$ cat config.mk
export PLATFORM = sky130hd
export DESIGN_NAME = flash_word_prog
export DESIGN_NICKNAME = d
export VERILOG_FILES = /design/src/rtl/flash_prog_pkg.sv /design/src/rtl/fp_unlock.sv /design/src/rtl/fp_sequencer.sv /design/src/rtl/fp_array.sv /design/src/rtl/flash_word_prog.sv
export SDC_FILE = /design/constraint.sdc
export NUM_CORES = 2
export LEC_CHECK = 0
export ABC_AREA = 1
export BUFFER_PORTS_ARGS = -buffer_cell sky130_fd_sc_hd__buf_2
export CAP_MARGIN = 0
export CORE_UTILIZATION = 65
export CTS_BUF_LIST = sky130_fd_sc_hd__clkbuf_4 sky130_fd_sc_hd__clkbuf_8
export DETAILED_ROUTE_END_ITERATION = 7
export PLACE_DENSITY_LB_ADDON = 0.1
export SLEW_MARGIN = 20
export SYNTH_ARGS = -nofsm -noshare
export SYNTH_HDL_FRONTEND = slang
export SYNTH_SLANG_ARGS = --single-unit
$ cat constraint.sdc
create_clock -name clk -period 2.7 [get_ports clk]
set_clock_uncertainty 0.05 [all_clocks]
set_input_delay 0.135 -clock clk [delete_from_list [all_inputs] [get_ports clk]]
set_output_delay 0.135 -clock clk [all_outputs]
set_load 0.01 [all_outputs]
$ cat src/rtl/flash_prog_pkg.sv
package flash_prog_pkg;

  localparam int ADDR_W = 3;
  localparam int DATA_W = 32;
  localparam int WORD_W = 24;

  // register selects
  typedef enum logic [ADDR_W-1:0] {
    SEL_PAGE   = 3'd0,
    SEL_LAT_LO = 3'd1,
    SEL_LAT_HI = 3'd2,
    SEL_CTRL   = 3'd3,
    SEL_KEY    = 3'd4,
    SEL_ARRAY  = 3'd5
  } reg_sel_e;

  // control field positions
  localparam int CTL_START = 15;
  localparam int CTL_WREN  = 14;
  localparam int CTL_ERR   = 13;
  localparam logic [3:0] OP_ONE_WORD = 4'b0011;

  // unlock key values, in required order
  localparam logic [DATA_W-1:0] KEY_FIRST  = 32'h0000_0055;
  localparam logic [DATA_W-1:0] KEY_SECOND = 32'h0000_00AA;

  typedef enum logic [1:0] {
    UNL_IDLE  = 2'd0,
    UNL_HALF  = 2'd1,
    UNL_ARMED = 2'd2
  } unlock_e;

endpackage

$ cat src/rtl/fp_unlock.sv
// Tracks the two-step key sequence. Every accepted bus write advances or
// cancels it; only the write right after the second key sees it armed.
module fp_unlock
  import flash_prog_pkg::*;
(
  input  logic              clk,
  input  logic              rst_n,
  input  logic              wr_en,
  input  logic              is_key,
  input  logic [DATA_W-1:0] key_val,
  output logic              armed
);

  unlock_e state_q, state_d;

  always_comb begin
    state_d = state_q;
    if (wr_en) begin
      if (is_key && key_val == KEY_FIRST)
        state_d = UNL_HALF;
      else if (is_key && key_val == KEY_SECOND && state_q == UNL_HALF)
        state_d = UNL_ARMED;
      else
        state_d = UNL_IDLE;
    end
  end

  always_ff @(posedge clk or negedge rst_n) begin
    if (!rst_n) state_q <= UNL_IDLE;
    else        state_q <= state_d;
  end

  assign armed = (state_q == UNL_ARMED);

endmodule

$ cat src/rtl/fp_sequencer.sv
// Times a program cycle: busy for CYCLES cycles, commit on the last one,
// done one cycle later, and a short hold window after launch.
module fp_sequencer #(
  parameter int CYCLES      = 16,
  parameter int HOLD_CYCLES = 2
) (
  input  logic clk,
  input  logic rst_n,
  input  logic launch,
  output logic busy,
  output logic commit,
  output logic done,
  output logic hold
);

  localparam int CNT_W  = $clog2(CYCLES + 1);
  localparam int HOLD_W = $clog2(HOLD_CYCLES + 1);

  logic [CNT_W-1:0]  cnt_q;
  logic [HOLD_W-1:0] hold_q;
  logic              busy_q, done_q;

  assign commit = busy_q && (cnt_q == '0);

  always_ff @(posedge clk or negedge rst_n) begin
    if (!rst_n) begin
      busy_q <= 1'b0;
      cnt_q  <= '0;
      done_q <= 1'b0;
    end else begin
      done_q <= commit;
      if (launch) begin
        busy_q <= 1'b1;
        cnt_q  <= CNT_W'(CYCLES - 1);
      end else if (commit) begin
        busy_q <= 1'b0;
      end else if (busy_q) begin
        cnt_q <= cnt_q - 1'b1;
      end
    end
  end

  always_ff @(posedge clk or negedge rst_n) begin
    if (!rst_n)              hold_q <= '0;
    else if (launch)         hold_q <= HOLD_W'(HOLD_CYCLES);
    else if (hold_q != '0)   hold_q <= hold_q - 1'b1;
  end

  assign busy = busy_q;
  assign done = done_q;
  assign hold = (hold_q != '0);

endmodule

$ cat src/rtl/fp_array.sv
// Behavioural program-flash array: erased to all ones, programming ANDs.
module fp_array #(
  parameter int IDX_W  = 6,
  parameter int WORD_W = 24
) (
  input  logic              clk,
  input  logic              rst_n,
  input  logic              wr_en,
  input  logic [IDX_W-1:0]  wr_idx,
  input  logic [WORD_W-1:0] wr_word,
  input  logic [IDX_W-1:0]  rd_idx,
  output logic [WORD_W-1:0] rd_word
);

  localparam int DEPTH = 1 << IDX_W;

  logic [WORD_W-1:0] rows [DEPTH];

  for (genvar r = 0; r < DEPTH; r++) begin : g_row
    logic [WORD_W-1:0] word_q;
    always_ff @(posedge clk or negedge rst_n) begin
      if (!rst_n)
        word_q <= '1;
      else if (wr_en && wr_idx == IDX_W'(r))
        word_q <= word_q & wr_word;
    end
    assign rows[r] = word_q;
  end

  assign rd_word = rows[rd_idx];

endmodule

$ cat src/rtl/flash_word_prog.sv
module flash_word_prog
  import flash_prog_pkg::*;
#(
  parameter int CYCLES      = 16,
  parameter int HOLD_CYCLES = 2,
  parameter int PG_IDX_W    = 2,
  parameter int OFF_IDX_W   = 4
) (
  input  logic              clk,
  input  logic              rst_n,
  input  logic [ADDR_W-1:0] bus_addr,
  input  logic [DATA_W-1:0] bus_wdata,
  input  logic              bus_we,
  output logic [DATA_W-1:0] bus_rdata,
  output logic              busy,
  output logic              done,
  output logic              hold,
  output logic              error
);

  localparam int IDX_W = PG_IDX_W + OFF_IDX_W;

  reg_sel_e          sel;
  logic              wr_ok, start_req, launch, commit, unl_armed;
  logic [7:0]        page_q;
  logic [15:0]       off_q, lo_q;
  logic [7:0]        hi_q;
  logic              wren_q, err_q;
  logic [3:0]        op_q;
  logic [IDX_W-1:0]  tgt_idx;
  logic [WORD_W-1:0] arr_word;

  assign sel       = reg_sel_e'(bus_addr);
  // all writes are dropped while a cycle runs
  assign wr_ok     = bus_we && !busy;
  assign start_req = wr_ok && sel == SEL_CTRL && bus_wdata[CTL_START];
  assign launch    = start_req && unl_armed && bus_wdata[CTL_WREN]
                     && bus_wdata[3:0] == OP_ONE_WORD;

  fp_unlock u_unlock (
    .clk     (clk),
    .rst_n   (rst_n),
    .wr_en   (wr_ok),
    .is_key  (sel == SEL_KEY),
    .key_val (bus_wdata),
    .armed   (unl_armed)
  );

  fp_sequencer #(.CYCLES(CYCLES), .HOLD_CYCLES(HOLD_CYCLES)) u_seq (
    .clk    (clk),
    .rst_n  (rst_n),
    .launch (launch),
    .busy   (busy),
    .commit (commit),
    .done   (done),
    .hold   (hold)
  );

  // staging registers
  always_ff @(posedge clk or negedge rst_n) begin
    if (!rst_n) begin
      page_q <= '0;
      off_q  <= '0;
      lo_q   <= '0;
      hi_q   <= '0;
    end else if (wr_ok) begin
      case (sel)
        SEL_PAGE:   page_q <= bus_wdata[7:0];
        SEL_LAT_LO: begin
          off_q <= bus_wdata[31:16];
          lo_q  <= bus_wdata[15:0];
        end
        SEL_LAT_HI: begin
          off_q <= bus_wdata[31:16];
          hi_q  <= bus_wdata[7:0];
        end
        default: ;
      endcase
    end
  end

  // control fields and refusal flag
  always_ff @(posedge clk or negedge rst_n) begin
    if (!rst_n) begin
      wren_q <= 1'b0;
      op_q   <= '0;
      err_q  <= 1'b0;
    end else begin
      if (wr_ok && sel == SEL_CTRL) begin
        wren_q <= bus_wdata[CTL_WREN];
        op_q   <= bus_wdata[3:0];
      end
      if (launch)         err_q <= 1'b0;
      else if (start_req) err_q <= 1'b1;
    end
  end

  assign tgt_idx = {page_q[PG_IDX_W-1:0], off_q[OFF_IDX_W-1:0]};

  fp_array #(.IDX_W(IDX_W), .WORD_W(WORD_W)) u_array (
    .clk     (clk),
    .rst_n   (rst_n),
    .wr_en   (commit),
    .wr_idx  (tgt_idx),
    .wr_word ({hi_q, lo_q}),
    .rd_idx  (tgt_idx),
    .rd_word (arr_word)
  );

  always_comb begin
    bus_rdata = '0;
    case (sel)
      SEL_PAGE:   bus_rdata = {24'h0, page_q};
      SEL_LAT_LO: bus_rdata = {off_q, lo_q};
      SEL_LAT_HI: bus_rdata = {off_q, 8'h0, hi_q};
      SEL_CTRL:   bus_rdata = {16'h0, busy, wren_q, err_q, 9'h0, op_q};
      SEL_KEY:    bus_rdata = '0;
      SEL_ARRAY:  bus_rdata = {8'h0, arr_word};
      default:    bus_rdata = '0;
    endcase
  end

  assign error = err_q;

endmodule

After elaboration in Yosys (flattened, before gate mapping). Index checks and enable logic that the tools add are counted.

Add/subtract/negate cells: 2. Magnitude comparators: 1. Eq/ne operators: 74. Mux-type cells: 15. Bitwise logic cells: 65. Reduce and logical (&&, ||, !) cells: 89.

Operator list (number): 24-bit AND (64); 6-bit equality test, second input constant (32); 32-bit case mux with 5 select lines (1); 24-bit binary-select mux with 6-bit select (1); 6-bit by 5-bit equality test with 1-bit output, second input constant (16); 1-bit logical AND (74); 6-bit by 4-bit equality test with 1-bit output, second input constant (8); 24-bit 2-to-1 mux (2); 32-bit by 7-bit equality test with 1-bit output, second input constant (1); 32-bit by 8-bit equality test with 1-bit output, second input constant (1); 6-bit by 3-bit equality test with 1-bit output, second input constant (4); 5-bit 2-to-1 mux (3); 6-bit by 2-bit equality test with 1-bit output, second input constant (2); 2-bit AND reduction (5); 2-bit nonzero test (5); 2-bit 2-to-1 mux (4); 7-bit greater-or-equal comparator, second input constant (1); 6-bit NOT with 7-bit output (1); 3-bit by 2-bit equality test with 1-bit output, second input constant (2); 3-bit equality test, second input constant (2); 6-bit by 1-bit equality test with 1-bit output, second input constant (1); 6-bit logical NOT (1); 5-bit logical NOT (1); 5-bit by 1-bit subtractor with 5-bit output, second input constant (1); other kinds (10) (13).

Bits in registers: 1601. Input port bits: 38. Output and inout port bits: 36. Word-level logic and storage cells: 322.

Logic depth before layout (Yosys ltp).
Depth after elaboration: 9. Gate-level depth with buffers: 16. Gate-level depth less buffers: 13.

Modules after synthesis. Synthesis repeated with hierarchy kept, for this count alone.

Cells, all modules: 7699. Area total of the unflattened synthesis: 72739.8 um^2.

Modules (own cells, without submodules): fp_array (times used 1, cells each 7207, area an instance 69167.6 um^2, sequential area each 40358.7 um^2); flash_word_prog (times used 1, cells each 383, area an instance 2821.5 um^2, sequential area each 1351.3 um^2); fp_sequencer (times used 1, cells each 54, area an instance 481.7 um^2, sequential area each 225.2 um^2); fp_unlock (times used 1, cells each 55, area an instance 269.0 um^2, sequential area each 50.0 um^2).

Worst setup path before layout. Ideal clock, no wire load.

Kind: reg2out. Start: register off_q[0]. End: output bus_rdata[0]. Arrival: 1829 ps. Data required time: 2515 ps. Slack: 686 ps. Cell stages (with the launch flop): 16. Path buffers: 4. Cell sequence: dfrtp_1 buf_4 buf_4 buf_4 buf_2 o21ai_0 nand2_1 nand2_1 nand2_1 nand2_1 nor2_1 nor2_1 nor2_1 nand2_1 nand2_1 a21oi_1.

Longest elaborated chain between the ends: 5.

RTL lines: start: declaration (line flash_word_prog.sv:26) `logic [15:0] off_q, lo_q;`; start signal: assignment (line flash_word_prog.sv:70) `off_q <= bus_wdata[31:16];`; start signal: assignment (line flash_word_prog.sv:74) `off_q <= bus_wdata[31:16];`; 6-bit NOT with 7-bit output (not written as such) (line fp_array.sv:30) `assign rd_word = rows[rd_idx];`; 24-bit binary-select mux with 6-bit select (line fp_array.sv:30); 24-bit 2-to-1 mux (not written as such) (2 in a row) (line fp_array.sv:30); 32-bit case mux with 5 select lines (line flash_word_prog.sv:112) `case (sel)`; end: declaration (line flash_word_prog.sv:14) `output logic [DATA_W-1:0] bus_rdata,`.

No other way between the ends. The select of a mux whose other input is x is not followed.

Worst setup path after layout.
Start: register off_q[0]. End: output bus_rdata[22].

The elaborated chain is that of the path after synthesis.

==> flow_results.xml <==
<?xml version="1.0" encoding="UTF-8"?>
<metrics>
  <group name="run_status">
    <metric name="run_status" unit="">complete, but fails checks</metric>
    <metric name="violated_checks" unit="">negative setup slack</metric>
  </group>
  <group name="cts">
    <metric name="h-tree-depth" unit="">4</metric>
    <metric name="clock_tree.buffer_depth" unit="">3</metric>
    <metric name="cts_sinks" unit="">1601</metric>
    <metric name="cts.clk_slew.worst_paths" unit="ns">0.07</metric>
    <metric name="clkLatencyLatePin" unit="ns">0.98</metric>
    <metric name="clk_root_buffer_cell" unit="">sky130_fd_sc_hd__clkbuf_8</metric>
    <metric name="cts_tree" unit="">done</metric>
    <metric name="cts_buffers" unit="">241</metric>
  </group>
  <group name="logic_synthesis">
    <metric name="yosys_warnings" unit="">0</metric>
    <metric name="synth_seq_area_share" unit="">0.594</metric>
    <metric name="synth_top_area_share" unit="">0.571</metric>
    <metric name="synth_cell_type_count" unit="">29</metric>
    <metric name="avgSynthCellArea" unit="sq um">9.28</metric>
    <metric name="syn_nets" unit="">7659</metric>
    <metric name="synth_top_area_cell" unit="">sky130_fd_sc_hd__dfstp_2</metric>
    <metric name="area_contributors_post_synth" unit="">sky130_fd_sc_hd__dfstp_2 (57%), sky130_fd_sc_hd__nand2_1 (9.3%), sky130_fd_sc_hd__a21boi_0 (8.7%), sky130_fd_sc_hd__o21ai_0 (5.8%), sky130_fd_sc_hd__a21oi_1 (5.2%)</metric>
    <metric name="synthesis.area" unit="sq um">70700</metric>
    <metric name="synthesis.instances" unit="">7618</metric>
    <metric name="synth_seq_cells" unit="">1601</metric>
  </group>
  <group name="drt">
    <metric name="detailedRoute.firstPassIterationCount" unit="">7</metric>
    <metric name="post-route-drc-count" unit="">0</metric>
    <metric name="drtIter0Drc" unit="">7883</metric>
    <metric name="routed_via_density" unit="">6.23</metric>
    <metric name="dr_total_vias" unit="">59944</metric>
    <metric name="routedWlPerCell" unit="um">24.8</metric>
    <metric name="antenna_violating_nets_post_route" unit="">0</metric>
    <metric name="totalWireLength" unit="um">239000</metric>
  </group>
  <group name="critical_path">
    <metric name="cp-end-kind" unit="">primary output</metric>
    <metric name="cp.arrival" unit="ns">3.58</metric>
    <metric name="crit_family" unit="">simple AND/OR/NAND/NOR gates</metric>
    <metric name="cp_max_fo" unit="">11</metric>
    <metric name="path_class" unit="">register to primary output</metric>
    <metric name="cp_data_required_time" unit="ns">2.52</metric>
    <metric name="path_cells" unit="">buf_12, nor2_4, buf_8, buf_12, clkbuf_16, buf_12, nand2_1, o21ai_0, o21ai_1, nand2_1, nor2_1, nor2_1, nor2_1, nand2_1, nand2_1, nand2_2, buf_6</metric>
    <metric name="critical-path-top-cell-by-count" unit="">sky130_fd_sc_hd__nand2_1</metric>
    <metric name="cp-start-kind" unit="">register</metric>
    <metric name="crit_slowest_cell" unit="">sky130_fd_sc_hd__dfrtp_4</metric>
    <metric name="critical_path_buf_inv_count" unit="">6</metric>
    <metric name="slowest_delay" unit="ns">0.50</metric>
  </group>
  <group name="power">
    <metric name="internal_power" unit="uW">39300</metric>
    <metric name="combinationalPowerShare" unit="">0.176</metric>
    <metric name="power.density" unit="nW/um^2">655</metric>
    <metric name="power.switching" unit="uW">16700</metric>
    <metric name="power.share.switching" unit="">0.299</metric>
    <metric name="max-vdd-ir-drop" unit="mV">0.544</metric>
    <metric name="power.sequential.fraction" unit="">0.436</metric>
    <metric name="power.leakage" unit="uW">0.0344</metric>
    <metric name="pwr-share-clk" unit="">0.387</metric>
  </group>
  <group name="timing">
    <metric name="timing_hold_violations_final" unit="">0</metric>
    <metric name="timing.max_slew.rel_slack" unit="">0.266</metric>
    <metric name="max_freq" unit="MHz">266</metric>
    <metric name="share_of_the_clock_period_used_by_the_worst_path_after_layout" unit="">1.39</metric>
    <metric name="grt_setup_unrepaired" unit="">yes</metric>
    <metric name="crit_path_time_final" unit="ns">3.76</metric>
    <metric name="fin_ws" unit="ns">-1.06</metric>
    <metric name="setup_violations" unit="">25</metric>
    <metric name="max_slew.worst_pin.slew" unit="ns">1.10</metric>
    <metric name="slew_viol_final" unit="">0</metric>
  </group>
  <group name="hold_path">
    <metric name="worstHoldPathType" unit="">input port to async pin</metric>
  </group>
  <group name="final_layout">
    <metric name="multi_input_area" unit="sq um">24900</metric>
    <metric name="fillerInstances" unit="">6621</metric>
    <metric name="final_util" unit="">0.795</metric>
    <metric name="seqCellArea" unit="sq um">42000</metric>
    <metric name="layout_common_cells" unit="">sky130_fd_sc_hd__nand2_1 (1,630), sky130_fd_sc_hd__dfstp_2 (1,536), sky130_fd_sc_hd__a21boi_0 (815)</metric>
    <metric name="final_layout_size_suffix_gt1_frac" unit="">0.362</metric>
    <metric name="finish.net_count" unit="">8051</metric>
    <metric name="synthToLayoutAreaGrowth" unit="%">21.0</metric>
    <metric name="layoutNonFillerInstCount" unit="">9617</metric>
    <metric name="layout_commonest_cell" unit="">sky130_fd_sc_hd__nand2_1</metric>
  </group>
  <group name="placed_design">
    <metric name="place_worst_setup_slack" unit="ns">-0.492</metric>
    <metric name="gpl.final_weighted_congestion" unit="">0.929</metric>
    <metric name="dp_hpwl" unit="um">140000</metric>
    <metric name="post-place-cells" unit="">8983</metric>
    <metric name="portBuffers" unit="">73</metric>
  </group>
  <group name="floorplanning">
    <metric name="die-height" unit="um">332</metric>
    <metric name="placementRows" unit="">120</metric>
    <metric name="design.portCount" unit="">74</metric>
    <metric name="die-width" unit="um">332</metric>
    <metric name="initial_core_util" unit="">0.657</metric>
    <metric name="die-area" unit="sq um">110000</metric>
    <metric name="core_region_area" unit="sq um">108000</metric>
  </group>
  <group name="global_routing">
    <metric name="initial_antenna_violation_count" unit="">6</metric>
    <metric name="number_of_global_route_vias_before_repair" unit="">58528</metric>
    <metric name="gr-usage-all-layers" unit="">0.418</metric>
    <metric name="grt_first_pass_wirelength" unit="um">351000</metric>
    <metric name="gr-total-overflow" unit="">0</metric>
    <metric name="grt_max_degree" unit="">116</metric>
  </group>
  <group name="run">
    <metric name="max_cap_viol_count" unit="">0</metric>
  </group>
</metrics>
-- state kept, by name (all words and copies together), names as in the netlist --
register and cells:
lo_q 16, u_unlock.state_q 2, u_seq.done 1, error 1, u_seq.cnt_q 5, wren_q 1
u_seq.hold_q 2, op_q 4, u_seq.busy 1, hi_q 8, u_array.g_row.word_q 1536, page_q 8
off_q 16
-- metrics by stage --
step	hold WS (ns)	total power (uW)	area (sq um)	setup TNS [ns]
2_1_floorplan	-0.211	27900	70700	0
3_3_place_gp	0.330	32300	76000	-5.41
3_5_place_dp	0.335	32300	76000	-5.63
4_1_cts	0.00703	54300	83300	-23.00
5_1_grt	0.0669	57200	85500	-25.36
6_report	0.0303	56000	85500	-24.04
-- power by group through the flow --
stage | registers, uW | logic (uW) | clock network, uW
2_1_floorplan | 24700 | 3170 | 0
3_3_place_gp | 24700 | 7500 | 0
3_5_place_dp | 24800 | 7550 | 0
4_1_cts | 24400 | 8210 | 21700
5_1_grt | 24400 | 10000 | 22800
6_report | 24400 | 9880 | 21700
-- cells in the mapped netlist --
cell type                     n
sky130_fd_sc_hd__nand2_1   1744
sky130_fd_sc_hd__clkbuf_1   340
sky130_fd_sc_hd__a21oi_1    731
sky130_fd_sc_hd__buf_1       24
sky130_fd_sc_hd__nand3_1     13
sky130_fd_sc_hd__a21boi_1    63
sky130_fd_sc_hd__nor2_1     339
sky130_fd_sc_hd__or3_1        2
sky130_fd_sc_hd__ha_1         3
sky130_fd_sc_hd__dfrtp_1     65
sky130_fd_sc_hd__dfstp_2   1536
sky130_fd_sc_hd__buf_6        6
sky130_fd_sc_hd__inv_2        9
sky130_fd_sc_hd__nor2_2       6
sky130_fd_sc_hd__o21ai_0    822
sky130_fd_sc_hd__a21boi_0   815
sky130_fd_sc_hd__a221oi_1     4
sky130_fd_sc_hd__nand4_1     30
sky130_fd_sc_hd__buf_2      182
sky130_fd_sc_hd__o22ai_1      7
sky130_fd_sc_hd__or2_2        1
sky130_fd_sc_hd__inv_1      744
sky130_fd_sc_hd__nor3_2      45
sky130_fd_sc_hd__buf_4        8
sky130_fd_sc_hd__o211ai_1     2
sky130_fd_sc_hd__a21o_1       1
sky130_fd_sc_hd__nor4_1       3
sky130_fd_sc_hd__nor3_1      17
sky130_fd_sc_hd__o21ai_1     56
-- worst paths after layout --
kind | from | slack (ns) | endpoint | cells after the start
worst min-delay path | rst_n | 0.03 | u_array.g_row[5].word_q[18] | 2
max in group asynchronous | rst_n | 1.75 | u_array.g_row[24].word_q[4] | 4
min in group clk | bus_wdata[2] | 0.07 | page_q[2] | 4
worst max-delay path | off_q[0] | -1.06 | bus_rdata[22] | 17
worst min register to register | u_array.g_row[47].word_q[23] | 0.40 | u_array.g_row[47].word_q[23] | 2
worst max register to register | off_q[0] | 0 | u_array.g_row[10].word_q[5] | 9
-- layer usage --
layer | up-vias | track usage | routed length, um
li1 | 25450 | - | -
met2 | 3995 | 0.622 | 107000
met3 | 792 | 0.0872 | 26600
met4 | 0 | 0.236 | 14500
met5 | - | 0 | 0
met1 | 29707 | 0.574 | 91400
-- cell type report --
type | count | share of cell area
multi-input cells | 4704 | 0.291
repair buffers | 709 | 0.102
clock buffers | 404 | 0.0585
flip-flops and latches | 1601 | 0.491
inverters | 753 | 0.0336
clock inverters | 39 | 0.00388
diodes | 4 | 0.000117
well taps | 1403 | 0.0205
-- cell families after synthesis --
group / Yosys count / synth area share
AOI/OAI and AO/OA: 2501 / 0.209
adders and majority gates: 3 / 0.000531
buffers and inverters: 1313 / 0.0740
DFF: 1601 / 0.594
and+or+nand+nor: 2200 / 0.123
-- timing repair --
action / CTS / global route
gates resized for setup: 232 / 362
gates cloned: 7 / 33
hold buffers: 89 / 0
endpoints found under the setup margin: 24 / 37
endpoints found under the hold margin: 1060 / 0
pin swaps: 29 / 149
setup buffers: 12 / 61
No activity file was read; power rests on OpenSTA's default activity.
